===== config.mk =====
export PLATFORM = sky130hd
export DESIGN_NAME = twalk_top
export DESIGN_NICKNAME = d
export VERILOG_FILES = /design/src/rtl/twalk_pkg.sv /design/src/rtl/twalk_ptr_calc.sv /design/src/rtl/twalk_entry_decode.sv /design/src/rtl/twalk_leaf_map.sv /design/src/rtl/twalk_top.sv
export SDC_FILE = /design/constraint.sdc
export NUM_CORES = 1
export LEC_CHECK = 0
export BUFFER_PORTS_ARGS = -buffer_cell sky130_fd_sc_hd__buf_2
export CAP_MARGIN = 20
export CORE_MARGIN = 4
export CORE_UTILIZATION = 50
export DETAILED_ROUTE_END_ITERATION = 10
export PLACE_DENSITY = 0.78
export SETUP_SLACK_MARGIN = 0.05
export SLEW_MARGIN = 20
export SYNTH_ARGS = -nofsm -noshare
export SYNTH_HDL_FRONTEND = slang
export SYNTH_SLANG_ARGS = --single-unit

===== constraint.sdc =====
create_clock -name clk -period 3.35 [get_ports clk]
set_input_delay 0.335 -clock clk [delete_from_list [all_inputs] [get_ports clk]]
set_output_delay 0.335 -clock clk [all_outputs]
set_load 0.1 [all_outputs]

===== src/rtl/twalk_pkg.sv =====
package twalk_pkg;
  localparam int ENT_W   = 32;
  localparam int REF_POS = 5;
  localparam int MOD_POS = 6;
  localparam int PPN_LSB = 8;
  localparam int FC_W    = 10;

  localparam logic [2:0] FT_INVALID = 3'd1;
  localparam logic [2:0] FT_XLATE   = 3'd4;

  typedef enum logic [1:0] {
    EK_INVALID = 2'd0,
    EK_TABLE   = 2'd1,
    EK_LEAF    = 2'd2,
    EK_RSVD    = 2'd3
  } ekind_e;

  typedef enum logic [1:0] {
    OC_DESCEND = 2'd0,
    OC_LEAF    = 2'd1,
    OC_FAULT   = 2'd2
  } outcome_e;

  typedef enum logic [1:0] {
    ST_IDLE  = 2'd0,
    ST_READ  = 2'd1,
    ST_WBACK = 2'd2
  } wstate_e;

  typedef enum logic [1:0] {
    PG_4K   = 2'd0,
    PG_256K = 2'd1,
    PG_16M  = 2'd2
  } pgsize_e;
endpackage


===== src/rtl/twalk_ptr_calc.sv =====
// Forms the context-table pointer and the next-level table pointer.
module twalk_ptr_calc
  import twalk_pkg::*;
#(
  parameter int PA_W  = 36,
  parameter int CTX_W = 8
) (
  input  logic [31:0]      ctx_base,
  input  logic [CTX_W-1:0] ctx_num,
  input  logic [19:0]      va_hi,     // vaddr[31:12]
  input  logic [29:0]      tbl_ptr,   // entry[31:2]
  input  logic [1:0]       next_lvl,
  output logic [PA_W-1:0]  root_ptr,
  output logic [PA_W-1:0]  next_ptr
);
  localparam int L1_IDX_W = 8;
  localparam int LN_IDX_W = 6;
  localparam int PAD_W    = L1_IDX_W - LN_IDX_W;

  logic [L1_IDX_W-1:0] idx;

  always_comb begin
    unique case (next_lvl)
      2'd1:    idx = va_hi[19:12];
      2'd2:    idx = {{PAD_W{1'b0}}, va_hi[11:6]};
      2'd3:    idx = {{PAD_W{1'b0}}, va_hi[5:0]};
      default: idx = '0;
    endcase
  end

  assign root_ptr = PA_W'({ctx_base, 4'b0}) + PA_W'({ctx_num, 2'b0});
  assign next_ptr = PA_W'({tbl_ptr, 6'b0}) + PA_W'({idx, 2'b0});
endmodule


===== src/rtl/twalk_entry_decode.sv =====
// Classifies a fetched entry and prepares the write-back value.
module twalk_entry_decode
  import twalk_pkg::*;
(
  input  logic [ENT_W-1:0] entry,
  input  logic [1:0]       lvl,
  input  logic             bus_err,
  input  logic             is_write,
  output outcome_e         outcome,
  output logic [2:0]       ftype,
  output logic [ENT_W-1:0] wb_entry,
  output logic             wb_needed
);
  localparam logic [1:0] LAST_LVL = 2'd3;
  localparam logic [1:0] CTX_LVL  = 2'd0;

  ekind_e kind;

  always_comb begin
    kind    = ekind_e'(entry[1:0]);
    outcome = OC_FAULT;
    ftype   = FT_XLATE;
    if (!bus_err) begin
      unique case (kind)
        EK_INVALID: ftype = FT_INVALID;
        EK_TABLE:   if (lvl != LAST_LVL) outcome = OC_DESCEND;
        EK_LEAF:    if (lvl != CTX_LVL) outcome = OC_LEAF;
        default:    ftype = FT_XLATE;
      endcase
    end
  end

  always_comb begin
    wb_entry = entry;
    wb_entry[REF_POS] = 1'b1;
    if (is_write) wb_entry[MOD_POS] = 1'b1;
    wb_needed = (wb_entry != entry);
  end
endmodule


===== src/rtl/twalk_leaf_map.sv =====
// Builds the physical address and size code from a leaf entry.
module twalk_leaf_map
  import twalk_pkg::*;
#(
  parameter int PA_W = 36
) (
  input  logic [23:0]     ppn,
  input  logic [23:0]     va_lo,     // vaddr[23:0]
  input  logic [1:0]      lvl,
  output logic [PA_W-1:0] paddr,
  output pgsize_e         size
);
  localparam int OFF_W = 24;

  logic [OFF_W-1:0] off;

  always_comb begin
    unique case (lvl)
      2'd1: begin
        off  = va_lo;
        size = PG_16M;
      end
      2'd2: begin
        off  = {6'b0, va_lo[17:0]};
        size = PG_256K;
      end
      default: begin
        off  = {12'b0, va_lo[11:0]};
        size = PG_4K;
      end
    endcase
  end

  assign paddr = PA_W'({ppn, 12'b0}) + PA_W'(off);
endmodule


===== src/rtl/twalk_top.sv =====
module twalk_top
  import twalk_pkg::*;
#(
  parameter int PA_W  = 36,
  parameter int CTX_W = 8
) (
  input  logic             clk,
  input  logic             rst,
  input  logic             req_valid,
  input  logic [31:0]      req_vaddr,
  input  logic             req_write,
  output logic             busy,
  output logic             done,
  output logic [PA_W-1:0]  rsp_paddr,
  output logic [1:0]       rsp_size,
  output logic [FC_W-1:0]  rsp_fault,
  output logic             mem_req,
  output logic             mem_we,
  output logic [PA_W-1:0]  mem_addr,
  output logic [ENT_W-1:0] mem_wdata,
  input  logic             mem_ack,
  input  logic [ENT_W-1:0] mem_rdata,
  input  logic             mem_err,
  input  logic [31:0]      ctx_base,
  input  logic [CTX_W-1:0] ctx_num
);
  wstate_e          state;
  logic [1:0]       lvl;
  logic [31:0]      va_q;
  logic             wr_q;
  logic [PA_W-1:0]  pend_paddr;
  pgsize_e          pend_size;

  logic [PA_W-1:0]  root_ptr, next_ptr, leaf_paddr;
  pgsize_e          leaf_size;
  outcome_e         outcome;
  logic [2:0]       ftype;
  logic [ENT_W-1:0] wb_entry;
  logic             wb_needed;

  twalk_ptr_calc #(.PA_W(PA_W), .CTX_W(CTX_W)) ptr_i (
    .ctx_base (ctx_base),
    .ctx_num  (ctx_num),
    .va_hi    (va_q[31:12]),
    .tbl_ptr  (mem_rdata[31:2]),
    .next_lvl (lvl + 2'd1),
    .root_ptr (root_ptr),
    .next_ptr (next_ptr)
  );

  twalk_entry_decode dec_i (
    .entry     (mem_rdata),
    .lvl       (lvl),
    .bus_err   (mem_err),
    .is_write  (wr_q),
    .outcome   (outcome),
    .ftype     (ftype),
    .wb_entry  (wb_entry),
    .wb_needed (wb_needed)
  );

  twalk_leaf_map #(.PA_W(PA_W)) map_i (
    .ppn   (mem_rdata[31:PPN_LSB]),
    .va_lo (va_q[23:0]),
    .lvl   (lvl),
    .paddr (leaf_paddr),
    .size  (leaf_size)
  );

  always_ff @(posedge clk) begin
    if (rst) begin
      state      <= ST_IDLE;
      lvl        <= '0;
      va_q       <= '0;
      wr_q       <= 1'b0;
      pend_paddr <= '0;
      pend_size  <= PG_4K;
      busy       <= 1'b0;
      done       <= 1'b0;
      rsp_paddr  <= '0;
      rsp_size   <= '0;
      rsp_fault  <= '0;
      mem_req    <= 1'b0;
      mem_we     <= 1'b0;
      mem_addr   <= '0;
      mem_wdata  <= '0;
    end else begin
      done <= 1'b0;
      unique case (state)
        ST_IDLE: begin
          if (req_valid) begin
            va_q     <= req_vaddr;
            wr_q     <= req_write;
            lvl      <= '0;
            mem_addr <= root_ptr;
            mem_we   <= 1'b0;
            mem_req  <= 1'b1;
            busy     <= 1'b1;
            state    <= ST_READ;
          end
        end
        ST_READ: begin
          if (mem_ack) begin
            unique case (outcome)
              OC_DESCEND: begin
                lvl      <= lvl + 2'd1;
                mem_addr <= next_ptr;
              end
              OC_LEAF: begin
                if (wb_needed) begin
                  mem_we     <= 1'b1;
                  mem_wdata  <= wb_entry;
                  pend_paddr <= leaf_paddr;
                  pend_size  <= leaf_size;
                  state      <= ST_WBACK;
                end else begin
                  mem_req   <= 1'b0;
                  busy      <= 1'b0;
                  done      <= 1'b1;
                  rsp_paddr <= leaf_paddr;
                  rsp_size  <= leaf_size;
                  rsp_fault <= '0;
                  state     <= ST_IDLE;
                end
              end
              default: begin
                mem_req   <= 1'b0;
                busy      <= 1'b0;
                done      <= 1'b1;
                rsp_paddr <= '0;
                rsp_size  <= '0;
                rsp_fault <= {lvl, 3'b000, ftype, 2'b00};
                state     <= ST_IDLE;
              end
            endcase
          end
        end
        ST_WBACK: begin
          if (mem_ack) begin
            mem_req   <= 1'b0;
            mem_we    <= 1'b0;
            busy      <= 1'b0;
            done      <= 1'b1;
            rsp_paddr <= pend_paddr;
            rsp_size  <= pend_size;
            rsp_fault <= '0;
            state     <= ST_IDLE;
          end
        end
        default: state <= ST_IDLE;
      endcase
    end
  end


  reset_quiet_chk: assert property (@(posedge clk) disable iff (rst)
    $fell(rst) |-> (!busy && !done && !mem_req && !mem_we && rsp_fault == '0));


  done_idle_chk: assert property (@(posedge clk) disable iff (rst)
    done |-> !busy);


  done_pulse_chk: assert property (@(posedge clk) disable iff (rst)
    done |=> !done);


  req_hold_chk: assert property (@(posedge clk) disable iff (rst)
    (mem_req && !mem_ack) |=> (mem_req && $stable(mem_addr) && $stable(mem_we)));


  wb_ref_chk: assert property (@(posedge clk) disable iff (rst)
    (mem_req && mem_we) |-> mem_wdata[REF_POS]);


  wb_mod_chk: assert property (@(posedge clk) disable iff (rst)
    (mem_req && mem_we && wr_q) |-> mem_wdata[MOD_POS]);


  fault_zero_chk: assert property (@(posedge clk) disable iff (rst)
    (done && rsp_fault != '0) |-> (rsp_paddr == '0 && rsp_size == '0
                                   && rsp_fault[7:5] == 3'b000 && rsp_fault[1:0] == 2'b00));
endmodule


======== Yosys cells after proc, flatten, opt, wreduce, memory -nomap -nowiden ========
Cells that the tools add are included.
cells by class
  $add $sub $neg .......................... 4
  equal/unequal tests ..................... 20
  multiplexer cells ....................... 55
  reduce and logical (&&, ||, !) cells .... 14
operator list
  operator            count
  $mux 36             6
  $pmux 36 s2         3
  $add 36x10->36      2
  $pmux 24 s2         1
  $pmux 10 s2         2
  $add 36x24->36      1
  $mux 10             3
  $mux 2              13
  $pmux 2 s2          6
  $pmux 8 s3          1
  $mux 1              12
  $ne 2x2->1 const B  6
  $reduce_and 4->1    3
  $reduce_and 6->1    2
  $eq 2x1->1 const B  5
  $eq 2x2->1 const B  5
  $logic_not 2->1     3
  $mux 3              2
  $pmux 1 s2          3
  $pmux 1 s3          2
  $pmux 2 s3          1
  $reduce_bool 2->1   3
  $reduce_and 5->1    1
  $ne 2x1->1 const B  2
  other kinds (5)     5
storage, ports and cells
  flip-flop bits (word level) ............. 194
  bits of input ports ..................... 110

======== Longest topological paths before layout ========
  word-level depth ........................ 8
  gate-level depth with buffers ........... 15
  mapped depth without buffers ............ 14

======== Modules after synthesis ========
From an unflattened synthesis, not the netlist that was laid out.
unflattened totals
  cells, all modules ...................... 1,369
  area, all modules ....................... 11,205.7 µm²
by module, submodules not included
  module              instances  cells an instance  area an instance (µm²)  seq. area each (µm²)
  twalk_top           1          911                7,818.7                 3,783.6
  twalk_ptr_calc      1          233                1,786.7                 0.0
  twalk_leaf_map      1          176                1,249.9                 0.0
  twalk_entry_decode  1          49                 350.3                   0.0

======== Least setup slack after synthesis ========
OpenSTA, ideal clock, no wires.
  path kind ............................... register to register
  start point ............................. register lvl[0]
  end point ............................... register rsp_paddr[34]
  library setup time ...................... 0.119 ns
  arrival time ............................ 3.079 ns
  setup slack ............................. 0.152 ns
  cell stages (with the launch flop) ...... 13
  buffers on the path ..................... 0
  period minus slack after synthesis ...... 3.198 ns
  path through ............................ dfxtp_1 -> inv_1 -> ha_1 -> o21a_1 -> and2_1 -> ha_1 -> fa_1 -> a211oi_1 -> nor2_1 -> o21ai_0 -> a211oi_2 -> mux2i_1 -> o221a_2
between the ends
  cells in the longest elaborated chain, start to end .. 8
  elaborated cells between the ends (all ways) .. 19
  those cells by class .................... add/sub (1); eq/ne (6); mux (9); reduce/logical (3)
ends and longest elaborated chain
  what                                                    line              RTL
  start, declared                                         twalk_top.sv:28   logic [1:0] lvl;
  start signal, assigned                                  twalk_top.sv:106  lvl <= lvl + 2'd1;
  branches (longest 8 deep; another with $add 36x24->36)  n/a
  end signal, assigned                                    twalk_top.sv:120  rsp_paddr <= leaf_paddr;
  end signal, assigned                                    twalk_top.sv:144  rsp_paddr <= pend_paddr;
  end, declared                                           twalk_top.sv:14   output logic [PA_W-1:0] rsp_paddr,
Parallel ways; which one is timed is not known. The select of a mux whose other input is x is not followed.
A chain may end at the register's enable or synchronous reset.

======== Worst setup path after layout ========
  start point ............................. register lvl[1]
  end point ............................... register mem_addr[32]
between the ends
  cells in the longest elaborated chain, start to end .. 7
  elaborated cells between the ends (all ways) .. 18
  those cells by class .................... add/sub (2); eq/ne (5); mux (8); reduce/logical (3)
ends and longest elaborated chain
  what                                             line                                            RTL
  $add 2x1->2, or another cell as far along        twalk_top.sv:46                                 .next_lvl (lvl + 2'd1),
  $eq 2x2->1, or another cell as far along         twalk_ptr_calc.sv:23                            unique case (next_lvl)
  $pmux 8 s3 or $pmux 2 s2 (tied branches)         twalk_ptr_calc.sv:23, twalk_entry_decode.sv:24
  $add 36x10->36 or $mux 2 (tied branches)         twalk_ptr_calc.sv:32, twalk_entry_decode.sv:23
  $mux 36 or $logic_not 2->1 (tied branches)       twalk_top.sv:104                                unique case (outcome)
  $mux 36 or $ne 2x1->1 (tied branches)            n/a
  $pmux 36 s2 or $reduce_and 4->1 (tied branches)  n/a
  end signal, assigned                             twalk_top.sv:95                                 mem_addr <= root_ptr;
  end signal, assigned                             twalk_top.sv:107                                mem_addr <= next_ptr;
  end, declared                                    twalk_top.sv:19                                 output logic [PA_W-1:0] mem_addr,
Several ways; a longest one is shown, not always the timed one. The select of a mux whose other input is x is not followed.

==> results.json <==
{
  "outcome": "completed",
  "grt_use_met2": 0.467,
  "synth_edf_count": 0,
  "grt_max_degree": 69,
  "drive_above_1_share": 0.217,
  "finClkSkew_ns": 0.0149,
  "synth_seq_cells": 186,
  "die_x_um": 150,
  "crit_required_ns": 3.72,
  "crit_fanout": 11,
  "hold_viol_final": 0,
  "critPathKind": "reg2reg",
  "drcViolationCount": 0,
  "cts_root_buf": "clkbuf_16",
  "clock-sinks": 186,
  "port_buffers": 221,
  "cp-endpoint": "mem_addr[32]$_SDFFE_PP0P_",
  "overflow": 0,
  "cts.htree.levels": 4,
  "die_y_um": 150,
  "viasPerCell": 5.92,
  "netlist_instances": 1294,
  "hp-class": "in2reg",
  "ioPinCount": 230,
  "slew_headroom": 0.410,
  "hold_buffers": 0,
  "ys.warnings.count": 0,
  "rsz0062_at_grt": "false",
  "antenna_left": 0,
  "worstHoldStart": "req_vaddr[2]",
  "dp_hpwl_mm": 23.0,
  "ir_worst_vdd_mv": 0.379,
  "leakage_nw": 4.99,
  "p_per_area_mw_per_mm2": 531,
  "syn2layout_area_growth_pct": 20.0,
  "final-max-slew-violation-count": 0,
  "regToRegSetupSlack_ns": 0.18,
  "die-area_mm2": 0.0226,
  "power.internal_mw": 3.90,
  "num_vias": 10400,
  "switchingPower_mw": 2.54,
  "numCtsBuffers": 17,
  "fin_crit_ns": 3.17,
  "num_rows": 51,
  "tightest_slew_ns": 0.885,
  "setup_violations": 0,
  "nets": 1627,
  "synth-main-ff-cell": "dfxtp_1",
  "fmax_mhz": 316,
  "insertion_delay_ns": 0.45,
  "cp-startpoint": "lvl[1]$_SDFFE_PP0P_",
  "yosysSeqAreaShare": 0.368,
  "initial_core_util": 0.515,
  "switching_share": 0.394,
  "crit_path_start_kind": "flip-flop",
  "drtIter0Drc": 868,
  "clk_pin_slew_ns": 0.08,
  "seq_area_mm2": 0.00373,
  "tritoncts": "yes",
  "gp_congestion": 0.922,
  "crit_path_end_kind": "flip-flop",
  "busiest_layer": "met2",
  "clockBufferDepth": 2,
  "cts_setup_buffers": 0,
  "postSynthAreaPerCell_um2": 7.82,
  "p_comb_frac": 0.284,
  "worstPathArrival_ns": 3.54,
  "reg2reg_from": "lvl[1]$_SDFFE_PP0P_",
  "clkPwrFrac": 0.337,
  "grt_pass1_vias": 9814,
  "routed_wl_mm": 31.8,
  "synth_cell_type_count": 69,
  "seqPwrFrac": 0.379,
  "grt_use_total": 0.277,
  "period_share": 0.946,
  "multi_input_comb_area_mm2": 0.00597,
  "n_fill_cell": 1761,
  "tns_ns": 0,
  "use_met1": 0.355,
  "whs_ns": 0.114,
  "grt_pass1_wl_mm": 50.2,
  "syn-cell-area_mm2": 0.0101,
  "wl_per_cell_um": 18.1,
  "maxCapViolCount": 0,
  "coreArea_mm2": 0.0197,
  "grt_use_met3": 0.0521,
  "drtPass1Iterations": 8,
  "rr_worst_depth": 15,
  "antenna_found_initial": 3,
  "synthArstFlopShare": 0,
  "rr_endpoint": "mem_addr[32]$_SDFFE_PP0P_"
}
==> how the worst min path moves through the flow <==
stage / to / slack, ns / depth (start not counted)
finish: va_q[2]$_SDFFE_PP0P_ / 0.11 / 3
global route: va_q[14]$_SDFFE_PP0P_ / 0.12 / 3
CTS: va_q[2]$_SDFFE_PP0P_ / 0.11 / 3
detailed placement: va_q[22]$_SDFFE_PP0P_ / 0.44 / 2
global placement: mem_wdata[19]$_SDFFE_PP0P_ / 0.44 / 2
floorplan: va_q[18]$_SDFFE_PP0P_ / 0.43 / 2
==> what timing repair did <==
item,4_1_cts,5_1_grt
setup endpoints to repair,4,42
gates resized for setup,2,16
pin swaps,0,2
==> registers in the layout (all words and copies together), names as in the netlist <==
signal	count
pend_paddr	36
rsp_paddr	36
mem_addr	34
mem_wdata	32
va_q	32
rsp_fault	4
lvl	2
pend_size	2
rsp_size	2
state	2
done	1
mem_req	1
mem_we	1
wr_q	1
==> logic make-up after synthesis <==
kind of cell,share of synthesized area
compound gates,0.242
xor+xnor,0.0424
fa+ha+maj,0.0505
buf+inv,0.0528
flops,0.368
mux,0.00618
other cells,0.000371
simple gates,0.238
==> Yosys cell counts (all sizes together), types with 7 or more instances <==
library cell  instances  area, um2
nand4                15        100
and2                 29        181
a21oi               137        686
a31oi                20        125
o211ai                8       60.1
a221oi               31        272
inv                  29        109
a2111oi               7        136
nor2                 88        330
ha                   36        450
or3                  10       62.6
o31ai                12       90.1
dfxtp               186       3720
nand3                26        130
nand2               247        927
nor3                 54        270
o22ai                 9       56.3
clkbuf               55        206
nand2b               12       75.1
xnor2                32        280
buf                  37        219
nor2b                13       81.3
a211oi               27        213
xor2                 17        149
o21ai                53        265
==> critical path, stage by stage, from the launching register on <==
cell       delay (ns)
dfxtp_2          0.36
inv_2            0.12
ha_4             0.18
and2_4           0.18
a221oi_1         0.05
nor2_1           0.12
ha_1             0.21
inv_1            0.07
fa_1             0.41
nor2b_1          0.15
o21ai_1          0.07
buf_4            0.20
a2111oi_4        0.39
xor2_1           0.28
o221ai_1         0.16
a21oi_1          0.14
==> cell type report <==
cell class,instances,area share
tap,265,0.0273
sequential,186,0.307
clock inverter,15,0.0183
multi-input combinational,994,0.492
clock buffer,17,0.0350
antenna,2,0.000412
inverter,29,0.00896
timing repair buffer,250,0.111
==> metal layers <==
layer	part of all wire	up-vias
met5	0.00094	-
met4	0.033	4
met3	0.078	80
met2	0.48	467
met1	0.41	4876
li1	-	4981
==> cell usage in the layout, fill, tap and decap left out, types with 6 or more instances in the layout <==
master / n
a211oi_1: 24
nand2b_1: 12
clkinv_8: 6
buf_4: 28
nand4_1: 14
conb_1: 8
nor2_1: 87
clkbuf_16: 17
ha_1: 33
nand3_1: 26
o221ai_1: 6
buf_2: 220
nand2_1: 246
or3_1: 10
a21oi_1: 136
a21o_1: 6
inv_1: 27
a221oi_1: 31
nor3_1: 54
xnor2_1: 32
o22ai_1: 9
nor2b_1: 13
o31ai_1: 11
and3_1: 6
xor2_1: 17
o21ai_0: 47
o21a_1: 6
and2_1: 27
a31oi_1: 20
o211ai_1: 8
dfxtp_1: 184
==> through the flow <==
stage | std cells | utilization | power (mW) | setup slack [ns] | cell area (um2)
3_5_place_dp | 1724 | 0.581 | 4.30 | -0.00690 | 11400
2_1_floorplan | 1301 | - | 3.88 | 0.152 | 10100
6_report | 1758 | 0.618 | 6.44 | 0.181 | 12100
3_3_place_gp | 1724 | 0.581 | 4.28 | 0.144 | 11400
5_1_grt | 1757 | 0.618 | 6.69 | 0.0383 | 12100
4_1_cts | 1756 | 0.615 | 6.46 | 0.0266 | 12100
==> power by group through the flow <==
stage                     Clock (mW)  Combinational [mW]  Sequential, mW
final                           2.17                1.83            2.44
after global routing            2.29                1.94            2.46
after CTS                       2.20                1.82            2.44
after detailed placement           0                1.81            2.49
after global placement             0                1.79            2.49
after floorplan                    0               0.611            3.27
(Power assumes the default switching activity.)
